<file path="src/rtl/pmx_pkg.sv">
package pmx_pkg;
    localparam int NSET        = 7;
    localparam int SET_GPIO    = 0;
    localparam int SET_OE      = 1;
    localparam int SET_DAT     = 2;
    localparam int SET_MD      = 3;
    localparam int SET_PU      = 4;
    localparam int SET_PD      = 5;
    localparam int SET_IM      = 6;
    localparam int ADDR_SEL1   = 3 * NSET;
    localparam int ADDR_SEL2   = ADDR_SEL1 + 1;
    localparam int ADDR_SCHM   = ADDR_SEL1 + 2;
    localparam int ADDR_DRV_LO = ADDR_SEL1 + 3;
    localparam int ADDR_DRV_HI = ADDR_SEL1 + 4;
    localparam int ADDR_PADIN  = ADDR_SEL1 + 5;

    typedef enum logic [1:0] {
        FN_A = 2'd0,
        FN_B = 2'd1,
        FN_C = 2'd2,
        FN_D = 2'd3
    } pmx_fn_e;
endpackage

</file>
<file path="src/rtl/pmx_setclr_reg.sv">
module pmx_setclr_reg #(
    parameter int             W       = 32,
    parameter logic [W-1:0]   RST_VAL = '0
) (
    input  logic         clk,
    input  logic         rst_n,
    input  logic         set_stb,
    input  logic         clr_stb,
    input  logic [W-1:0] wmask,
    output logic [W-1:0] q
);
    always_ff @(posedge clk or negedge rst_n) begin
        if (!rst_n) begin
            q <= RST_VAL;
        end else if (set_stb) begin
            q <= q | wmask;
        end else if (clr_stb) begin
            q <= q & ~wmask;
        end
    end


    set_bits_chk: assert property (@(posedge clk) disable iff (!rst_n)
        set_stb |=> ((q & $past(wmask)) == $past(wmask)));

    clr_bits_chk: assert property (@(posedge clk) disable iff (!rst_n)
        (clr_stb && !set_stb) |=> ((q & $past(wmask)) == '0));

    hold_bits_chk: assert property (@(posedge clk) disable iff (!rst_n)
        (!set_stb && !clr_stb) |=> $stable(q));
endmodule

</file>
<file path="src/rtl/pmx_pad_route.sv">
module pmx_pad_route #(
    parameter int NPINS = 32,
    parameter int NFN   = 4
) (
    input  logic [NPINS-1:0]     own_gpio,
    input  logic [NPINS-1:0]     gpio_oe,
    input  logic [NPINS-1:0]     gpio_dat,
    input  logic [NPINS-1:0]     multi_drv,
    input  logic [NPINS-1:0]     sel1,
    input  logic [NPINS-1:0]     sel2,
    input  logic [NFN*NPINS-1:0] periph_oe,
    input  logic [NFN*NPINS-1:0] periph_out,
    output logic [NPINS-1:0]     pad_oe,
    output logic [NPINS-1:0]     pad_out,
    output logic [2*NPINS-1:0]   pad_fsel
);
    import pmx_pkg::*;

    for (genvar p = 0; p < NPINS; p++) begin : g_pin
        pmx_fn_e        fn;
        logic [NFN-1:0] oe_vec;
        logic [NFN-1:0] val_vec;
        logic           drv_en;
        logic           val;

        assign fn = pmx_fn_e'({sel2[p], sel1[p]});
        for (genvar f = 0; f < NFN; f++) begin : g_fn
            assign oe_vec[f]  = periph_oe[f*NPINS+p];
            assign val_vec[f] = periph_out[f*NPINS+p];
        end
        assign val    = own_gpio[p] ? gpio_dat[p] : val_vec[fn];
        assign drv_en = own_gpio[p] ? gpio_oe[p]  : oe_vec[fn];
        assign pad_out[p]         = val;
        assign pad_oe[p]          = drv_en & ~(multi_drv[p] & val);
        assign pad_fsel[2*p +: 2] = fn;
    end
endmodule

</file>
<file path="src/rtl/pmx_bank_ctrl.sv">
module pmx_bank_ctrl #(
    parameter int NPINS  = 32,
    parameter int ADDR_W = 6
) (
    input  logic               clk,
    input  logic               rst_n,
    input  logic               bus_we,
    input  logic [ADDR_W-1:0]  bus_addr,
    input  logic [NPINS-1:0]   bus_wdata,
    output logic [NPINS-1:0]   bus_rdata,
    input  logic [NPINS-1:0]   pad_in,
    input  logic [4*NPINS-1:0] periph_oe,
    input  logic [4*NPINS-1:0] periph_out,
    output logic [NPINS-1:0]   pad_oe,
    output logic [NPINS-1:0]   pad_out,
    output logic [NPINS-1:0]   pad_pu,
    output logic [NPINS-1:0]   pad_pd,
    output logic [NPINS-1:0]   pad_schmitt_off,
    output logic [2*NPINS-1:0] pad_drv,
    output logic [2*NPINS-1:0] pad_fsel,
    output logic [NPINS-1:0]   irq_en
);
    import pmx_pkg::*;

    localparam int HALF = NPINS / 2;

    logic [NSET-1:0][NPINS-1:0] stat;
    logic [NSET-1:0]            set_stb;
    logic [NSET-1:0]            clr_stb;
    logic [NPINS-1:0]           sel1_q, sel2_q, schm_q, drv_lo_q, drv_hi_q, padin_q;
    logic                       wo_hit;

    for (genvar i = 0; i < NSET; i++) begin : g_set
        localparam logic [NPINS-1:0] RV = (i == SET_GPIO) ? '1 : '0;
        assign set_stb[i] = bus_we && (bus_addr == ADDR_W'(3*i));
        assign clr_stb[i] = bus_we && (bus_addr == ADDR_W'(3*i+1));
        pmx_setclr_reg #(.W(NPINS), .RST_VAL(RV)) u_reg (
            .clk     (clk),
            .rst_n   (rst_n),
            .set_stb (set_stb[i]),
            .clr_stb (clr_stb[i]),
            .wmask   (bus_wdata),
            .q       (stat[i])
        );
    end

    always_ff @(posedge clk or negedge rst_n) begin
        if (!rst_n) begin
            sel1_q   <= '0;
            sel2_q   <= '0;
            schm_q   <= '0;
            drv_lo_q <= '0;
            drv_hi_q <= '0;
            padin_q  <= '0;
        end else begin
            padin_q <= pad_in;
            if (bus_we) begin
                if (bus_addr == ADDR_W'(ADDR_SEL1))   sel1_q   <= bus_wdata;
                if (bus_addr == ADDR_W'(ADDR_SEL2))   sel2_q   <= bus_wdata;
                if (bus_addr == ADDR_W'(ADDR_SCHM))   schm_q   <= bus_wdata;
                if (bus_addr == ADDR_W'(ADDR_DRV_LO)) drv_lo_q <= bus_wdata;
                if (bus_addr == ADDR_W'(ADDR_DRV_HI)) drv_hi_q <= bus_wdata;
            end
        end
    end

    always_comb begin
        bus_rdata = '0;
        wo_hit    = 1'b0;
        for (int i = 0; i < NSET; i++) begin
            if (bus_addr == ADDR_W'(3*i+2)) bus_rdata = stat[i];
            if (bus_addr == ADDR_W'(3*i) || bus_addr == ADDR_W'(3*i+1)) wo_hit = 1'b1;
        end
        if (bus_addr == ADDR_W'(ADDR_SEL1))   bus_rdata = sel1_q;
        if (bus_addr == ADDR_W'(ADDR_SEL2))   bus_rdata = sel2_q;
        if (bus_addr == ADDR_W'(ADDR_SCHM))   bus_rdata = schm_q;
        if (bus_addr == ADDR_W'(ADDR_DRV_LO)) bus_rdata = drv_lo_q;
        if (bus_addr == ADDR_W'(ADDR_DRV_HI)) bus_rdata = drv_hi_q;
        if (bus_addr == ADDR_W'(ADDR_PADIN))  bus_rdata = padin_q;
    end

    pmx_pad_route #(.NPINS(NPINS), .NFN(4)) u_route (
        .own_gpio   (stat[SET_GPIO]),
        .gpio_oe    (stat[SET_OE]),
        .gpio_dat   (stat[SET_DAT]),
        .multi_drv  (stat[SET_MD]),
        .sel1       (sel1_q),
        .sel2       (sel2_q),
        .periph_oe  (periph_oe),
        .periph_out (periph_out),
        .pad_oe     (pad_oe),
        .pad_out    (pad_out),
        .pad_fsel   (pad_fsel)
    );

    assign pad_pu          = stat[SET_PU];
    assign pad_pd          = stat[SET_PD];
    assign irq_en          = stat[SET_IM];
    assign pad_schmitt_off = schm_q;
    assign pad_drv         = {drv_hi_q[2*HALF-1:0], drv_lo_q[2*HALF-1:0]};


    wo_reads_zero_chk: assert property (@(posedge clk) disable iff (!rst_n)
        wo_hit |-> (bus_rdata == '0));

    open_drain_high_chk: assert property (@(posedge clk) disable iff (!rst_n)
        ((pad_out & stat[SET_MD] & pad_oe) == '0));

    unmapped_quiet_chk: assert property (@(posedge clk) disable iff (!rst_n)
        (bus_we && bus_addr > ADDR_W'(ADDR_PADIN)) |=> ($stable(sel1_q) && $stable(sel2_q) && $stable(stat)));
endmodule

</file>
<file path="config.mk">
export PLATFORM = sky130hd
export DESIGN_NAME = pmx_bank_ctrl
export DESIGN_NICKNAME = d
export VERILOG_FILES = /design/src/rtl/pmx_pkg.sv /design/src/rtl/pmx_setclr_reg.sv /design/src/rtl/pmx_pad_route.sv /design/src/rtl/pmx_bank_ctrl.sv
export SDC_FILE = /design/constraint.sdc
export NUM_CORES = 1
export LEC_CHECK = 0
export ABC_AREA = 1
export BUFFER_PORTS_ARGS = -buffer_cell sky130_fd_sc_hd__buf_2
export CAP_MARGIN = 40
export CORE_AREA = 2 2 268 270
export CTS_BUF_LIST = sky130_fd_sc_hd__clkbuf_16
export DETAILED_ROUTE_END_ITERATION = 12
export DIE_AREA = 0 0 270 272
export PLACE_DENSITY = 0.62
export SETUP_SLACK_MARGIN = 0.3
export SLEW_MARGIN = 15
export SYNTH_ARGS = -nofsm -noshare
export SYNTH_HDL_FRONTEND = slang
export SYNTH_SLANG_ARGS = --single-unit
export TNS_END_PERCENT = 5
</file>
<file path="constraint.sdc">
create_clock -name clk -period 1.67 [get_ports clk]
set_clock_uncertainty 0.1 [all_clocks]
set_input_delay 0.0835 -clock clk [delete_from_list [all_inputs] [get_ports clk]]
set_output_delay 0.0835 -clock clk [all_outputs]
set_load 0.005 [all_outputs]
</file>
; Yosys cells after proc, flatten, opt, wreduce, memory -nomap -nowiden
; Cells that the tools add are included.
[word_totals]
in_bits = 329
romBits = 0
latch_bits = 0
mem_count = 0
output_inout_bits = 352
elab_cells = 428
register_bits = 416
mem_bits_rw = 0
[op_classes]
n_shift = 0
add_sub_neg = 0
mul = 0
eq_ne = 26
div = 0
bitwise = 111
n_lt_le_gt_ge = 32
n_reduce_logical = 27
n_mux = 219
[op_table]
columns = op, n
row1 = $mux 32, 27
row2 = $and 32x32->32, 7
row3 = $or 32x32->32, 7
row4 = $bmux 1 s2, 64
row5 = $mux 1, 128
row6 = $lt 2x3->1 const B, 32
row7 = $eq 6x5->1 const B, 11
row8 = $and 1x1->1, 64
row9 = $eq 6x4->1 const B, 8
row10 = $not 1->1, 32
row11 = $not 32->32, 1
row12 = $eq 6x3->1 const B, 4
row13 = $logic_and 1x1->1, 14
row14 = $reduce_bool 2->1, 7
row15 = $eq 6x2->1 const B, 2
row16 = $reduce_and 2->1, 5
row17 = $eq 6x1->1 const B, 1
row18 = $logic_not 6->1, 1

; Depth between registers and ports, before layout
[depth]
ltp_word = 14
mapped_depth = 13

; Hierarchy
; A second synthesis with hierarchy kept.
[hier_totals]
hier_cells = 3716
area_unflattened_um2 = 24619.9
[by_module_without_submodules]
columns = module, area_per_inst_um2, instances, cells_per_inst
row1 = pmx_bank_ctrl, 10292.4, 1, 1434
row2 = pmx_setclr_reg at g_set[1].u_reg ..., 1337.5, 6, 166
row3 = pmx_pad_route, 4924.7, 1, 1120
row4 = pmx_setclr_reg at g_set[0].u_reg, 1377.6, 1, 166

; Worst setup path after synthesis
; Ideal clock, no wire load.
[synth_timing]
kind = input port to output port
startpoint = input bus_addr[2]
endpoint = output bus_rdata[0]
path_slack_ps = 110
required_ps = 1487
t_arrival_ps = 1377
cell_stages = 11
n_path_buf = 2
path_cell_list = buf_2 nor2_1 nand3_1 inv_2 clkbuf_1 nand2_1 nand4_1 nand2_1 nand4_1 nand2_1 nand2_1
[synth_between]
elab_chain_len = 14
[synth_rtl]
columns = element, line
row1 = from (decl), pmx_bank_ctrl.sv:8  ; input logic [ADDR_W-1:0] bus_addr,
row2 = $eq 6x2->1, pmx_bank_ctrl.sv:71  ; if (bus_addr == ADDR_W'(3*i+2)) bus_rdata = stat[i];
row3 = $mux 32 (7 in a row), pmx_bank_ctrl.sv:71
row4 = $mux 32, pmx_bank_ctrl.sv:74  ; if (bus_addr == ADDR_W'(ADDR_SEL1)) bus_rdata = sel1_q;
row5 = $mux 32, pmx_bank_ctrl.sv:75  ; if (bus_addr == ADDR_W'(ADDR_SEL2)) bus_rdata = sel2_q;
row6 = $mux 32, pmx_bank_ctrl.sv:76  ; if (bus_addr == ADDR_W'(ADDR_SCHM)) bus_rdata = schm_q;
row7 = $mux 32, pmx_bank_ctrl.sv:77  ; if (bus_addr == ADDR_W'(ADDR_DRV_LO)) bus_rdata = drv_lo_q;
row8 = $mux 32, pmx_bank_ctrl.sv:78  ; if (bus_addr == ADDR_W'(ADDR_DRV_HI)) bus_rdata = drv_hi_q;
row9 = $mux 32 (*), pmx_bank_ctrl.sv:79  ; if (bus_addr == ADDR_W'(ADDR_PADIN)) bus_rdata = padin_q;
row10 = to (decl), pmx_bank_ctrl.sv:10  ; output logic [NPINS-1:0] bus_rdata,
; Every way passes the cells marked *; elsewhere a longest branch is shown, timed or not.

; Final worst setup path
[layout_timing]
startpoint = register sel1_q[9]
endpoint = output pad_out[9]
[layout_between]
elab_chain_len = 3
[layout_rtl]
columns = element, line
row1 = from (decl), pmx_bank_ctrl.sv:30  ; logic [NPINS-1:0] sel1_q, sel2_q, schm_q, drv_lo_q, drv_hi_q, padin_q;
row2 = from (signal assigned), pmx_bank_ctrl.sv:58  ; if (bus_addr == ADDR_W'(ADDR_SEL1)) sel1_q <= bus_wdata;
row3 = $bmux 1 s2, pmx_pad_route.sv:31  ; assign val = own_gpio[p] ? gpio_dat[p] : val_vec[fn];
row4 = $mux 1 (implied by the code), pmx_pad_route.sv:31
row5 = $mux 1, pmx_pad_route.sv:31
row6 = to (decl), pmx_bank_ctrl.sv:15  ; output logic [NPINS-1:0] pad_out,
; Every way passes these cells. The select of a mux whose other input is x is not followed.

==> summary.md <==
| Metric | Value |
|---|---|
| Clk pwr share | 32.9% |
| Startpoint Class | flop |
| Routed len/inst | 22.3 µm |
| Initial antenna violation count | 6 |
| Area of the multi-input gates | around 0.011 mm² |
| Sequential cell area | 0.0105 mm² |
| Die X | 270 µm |
| HP Class | in2async |
| Maximum clock rate | roughly 440 MHz |
| DRT Pass-1 Iters | 6 |
| Die H | about 270 µm |
| Root buffer selected by CTS | clkbuf_16 |
| R2R cell count | 7 |
| Reg2reg setup slack | 0.42 ns |
| Largest net degree at the start of global routing | around 80 |
| Starting Density | 31.2% |
| TritonCTS clock tree | done |
| Number of vias per cell | about 5.3 |
| Final Slew Violations | 0 |
| Failing checks | negative setup slack |
| Number of hold violations in the final report | 0 |
| CTS max path bufs | 3 |
| Final Core Density | a little under half |
| DRC | 0 |
| Synth Instances | 2970 |
| DR vias | between 20000 and 30000 |
| CP arrival | between 2 and 2.5 ns |
| First-pass GRT wire length | 155000 µm |
| Syn-to-layout area delta | 48.2% |
| Peak supply drop | 0.839 mV |
| Sw Pwr | ~11 mW |
| Final nets | roughly 4200 |
| Die area | approximately 0.073 mm² |
| Clk sinks | 416 |
| Mapped Area | roughly 0.022 mm² |
| Number of buffers created by CTS | 50 |
| Iteration-0 DRC Markers | 2433 |
| Worst r2r dst | sel1_q[27] |
| Syn Nets | 3299 |
| Rows | 98 |
| H-tree depth | 2 |
| Int Pwr | ~22 mW |
| Synth cell types | 26 |
| Core Region | between 0.07 and 0.08 mm² |
| Worst setup margin | -0.600 ns |
| Gp weighted congestion | just over 0.9 |
| Global Route Usage Sum | 28.0% |
| Skew-Pair Late Insertion Delay | 0.58 ns |
| Placed Cells incl. Taps | 4640 |
| Flop pwr share | 40.8% |
| Endpoints failing setup | 96 |
| Critical Path RT | 1.49 ns |
| Comb pwr share | 26.3% |
| Register bit total from synthesis | approximately 420 |
| Fill cells | 6949 |
| Setup crit end kind | primary output |
| ANT nets after route | 0 |
| Worst Tran Pin Value | 0.843 ns |
| Fin cells | a little under 5000 |
| Origin of the critical flop-to-flop path | sel1_q[27] |
| DRT Wirelength | around 110000 µm |
| Port bufs | 680 |
| Synth warnings | 0 |
| Hpwl dp | 77000 µm |
| Power Density | 988 mW/mm² |
| Worst Path Max Fanout | 6 |
| RSZ-0062 raised after global routing | yes |
| Number of global-route vias before repair | 24372 |
| Avg Inst Size Synth | 7.43 µm² |
| Relative slew margins | 43.8% |
| Clock slew at reported path FFs | 0.06 ns |
| Max-capacitance violation count | 0 |
| Total gr overflow | 0 |
| Sw Ratio | 32.6% |
| Critical Setup Path Class | reg2out |
| Min cycle time layout | about 2.3 ns |
| Outcome | finished with violations |
| Layout cells sized above 1 | 36.7% |
| Sequential fraction of the synthesis area | between 40 and 50% |
| Top Ports | 681 |
| Lkg Pwr | 15.9 nW |
| Crit share post-route | 136% |
[worst max-delay path, cell delays in order (launching register included)]
cell and delay (ns):
dfrtp_2 0.46, o21ai_2 0.18, o32ai_4 0.12, buf_4 0.14, mux2_4 0.27, buf_6 0.12, buf_6 0.11, buf_6 0.10
[cells in the final DEF, fill, tap and decap left out, types with 9 or more instances in the layout]
| master | synthesis | routed |
|---|---|---|
| clkinv_2 | 0 | 12 |
| inv_4 | 0 | 14 |
| dlygate4sd3_1 | 0 | 70 |
| a22o_1 | 29 | 28 |
| nand2_1 | 806 | 745 |
| dfstp_2 | 32 | 32 |
| o32ai_1 | 64 | 10 |
| a31oi_1 | 61 | 61 |
| o21ai_1 | 67 | 90 |
| o32ai_2 | 0 | 50 |
| nand4_1 | 112 | 112 |
| o21ai_0 | 402 | 369 |
| nor2_2 | 3 | 30 |
| inv_2 | 10 | 43 |
| dfrtp_1 | 384 | 327 |
| or2_2 | 11 | 9 |
| buf_4 | 32 | 225 |
| nor2_4 | 2 | 25 |
| clkbuf_16 | 0 | 51 |
| nor2_1 | 290 | 240 |
| nand2_2 | 2 | 57 |
| buf_6 | 0 | 81 |
| nand3_2 | 0 | 9 |
| inv_1 | 242 | 202 |
| a21oi_1 | 114 | 113 |
| clkinv_1 | 0 | 12 |
| buf_2 | 22 | 622 |
| dfrtp_2 | 0 | 57 |
| nand3_1 | 91 | 81 |
| buf_12 | 0 | 64 |
| o21ai_2 | 0 | 9 |
[metal layers]
metal / up-vias / GRT usage, % / wire, µm
met2: 1390 / 48.0 / 51700
met4: 4 / 12.1 / 5630
met3: 309 / 5.34 / 9200
met5: - / 0 / 27
met1: 12232 / 34.4 / 41400
li1: 11644 / - / -
[synth_stat cells]
cell type | number | area [µm²]
o32ai_1 | 64 | 561
or2_1 | 3 | 18.8
nand2_2 | 2 | 12.5
clkbuf_1 | 179 | 672
nand3_1 | 91 | 455
nor2_4 | 2 | 22.5
nand4_1 | 112 | 701
buf_4 | 32 | 240
or2_2 | 11 | 68.8
a31oi_1 | 61 | 382
nor2_2 | 3 | 18.8
dfrtp_1 | 384 | 9610
o21ai_0 | 402 | 2010
o21ai_1 | 67 | 335
buf_2 | 22 | 110
nor4_2 | 1 | 12.5
a21oi_1 | 114 | 571
inv_2 | 10 | 37.5
mux2_2 | 6 | 67.6
a22o_1 | 29 | 254
nor2_1 | 290 | 1090
nand2_1 | 806 | 3030
nor3_1 | 3 | 15.0
inv_1 | 242 | 908
nor3_2 | 2 | 20.0
dfstp_2 | 32 | 841
[per-stage QoR]
step | total power, mW | setup slack, ns | cell area, µm² | setup TNS (ns) | hold WS, ns
6_report | 32.3 | -0.600 | 32700 | -38.21 | 0.0227
2_1_floorplan | 16.1 | 0.272 | 22200 | 0 | -0.312
4_1_cts | 31.7 | -0.643 | 31800 | -41.82 | 0.0000665
5_1_grt | 33.8 | -0.695 | 32700 | -47.62 | 0.0117
3_5_place_dp | 20.3 | -0.335 | 28600 | -45.40 | -0.162
3_3_place_gp | 20.1 | -0.357 | 28600 | -42.69 | -0.161
[power by group through the flow]
stage          sequential (mW)  clock [mW]  combinational (mW)
6_report                  13.2        10.6                8.48
3_5_place_dp              13.2           0                7.08
3_3_place_gp              13.2           0                6.99
5_1_grt                   13.4        11.2                9.24
2_1_floorplan             12.8           0                3.26
4_1_cts                   13.1        10.8                7.84
[worst max path at each step]
stage | start | to | cells past startpoint
after detailed placement | bus_addr[5] | bus_rdata[26] | 14
after global routing | sel1_q[21] | pad_oe[21] | 9
final | sel1_q[9] | pad_out[9] | 7
after floorplan | bus_addr[1] | bus_rdata[26] | 11
after global placement | bus_addr[5] | bus_rdata[26] | 14
after CTS | sel1_q[26] | pad_oe[26] | 9
[cell type report]
type	count	area share, %
clock buffers	51	3.90
diodes	2	0.0153
inverters	252	3.00
well taps	950	3.64
multi-input cells	2069	32.7
clock inverters	42	0.869
repair buffers	1065	23.7
flip-flops and latches	416	32.2
[cell families after synthesis]
logic type	count (synthesis)	synth area share (%)
simple gates	1326	24.7
compound gates	737	18.7
buf+inv	485	8.92
flops	416	47.4
mux	6	0.306
[repair_timing]
action	CTS	global route
endpoints found under the hold margin	739	0
endpoints found under the setup margin	202	510
resized for setup	245	193
pin swaps	47	74
hold buffers	72	0
buffers inserted	12	28
Power figures use the tool's default switching activity.
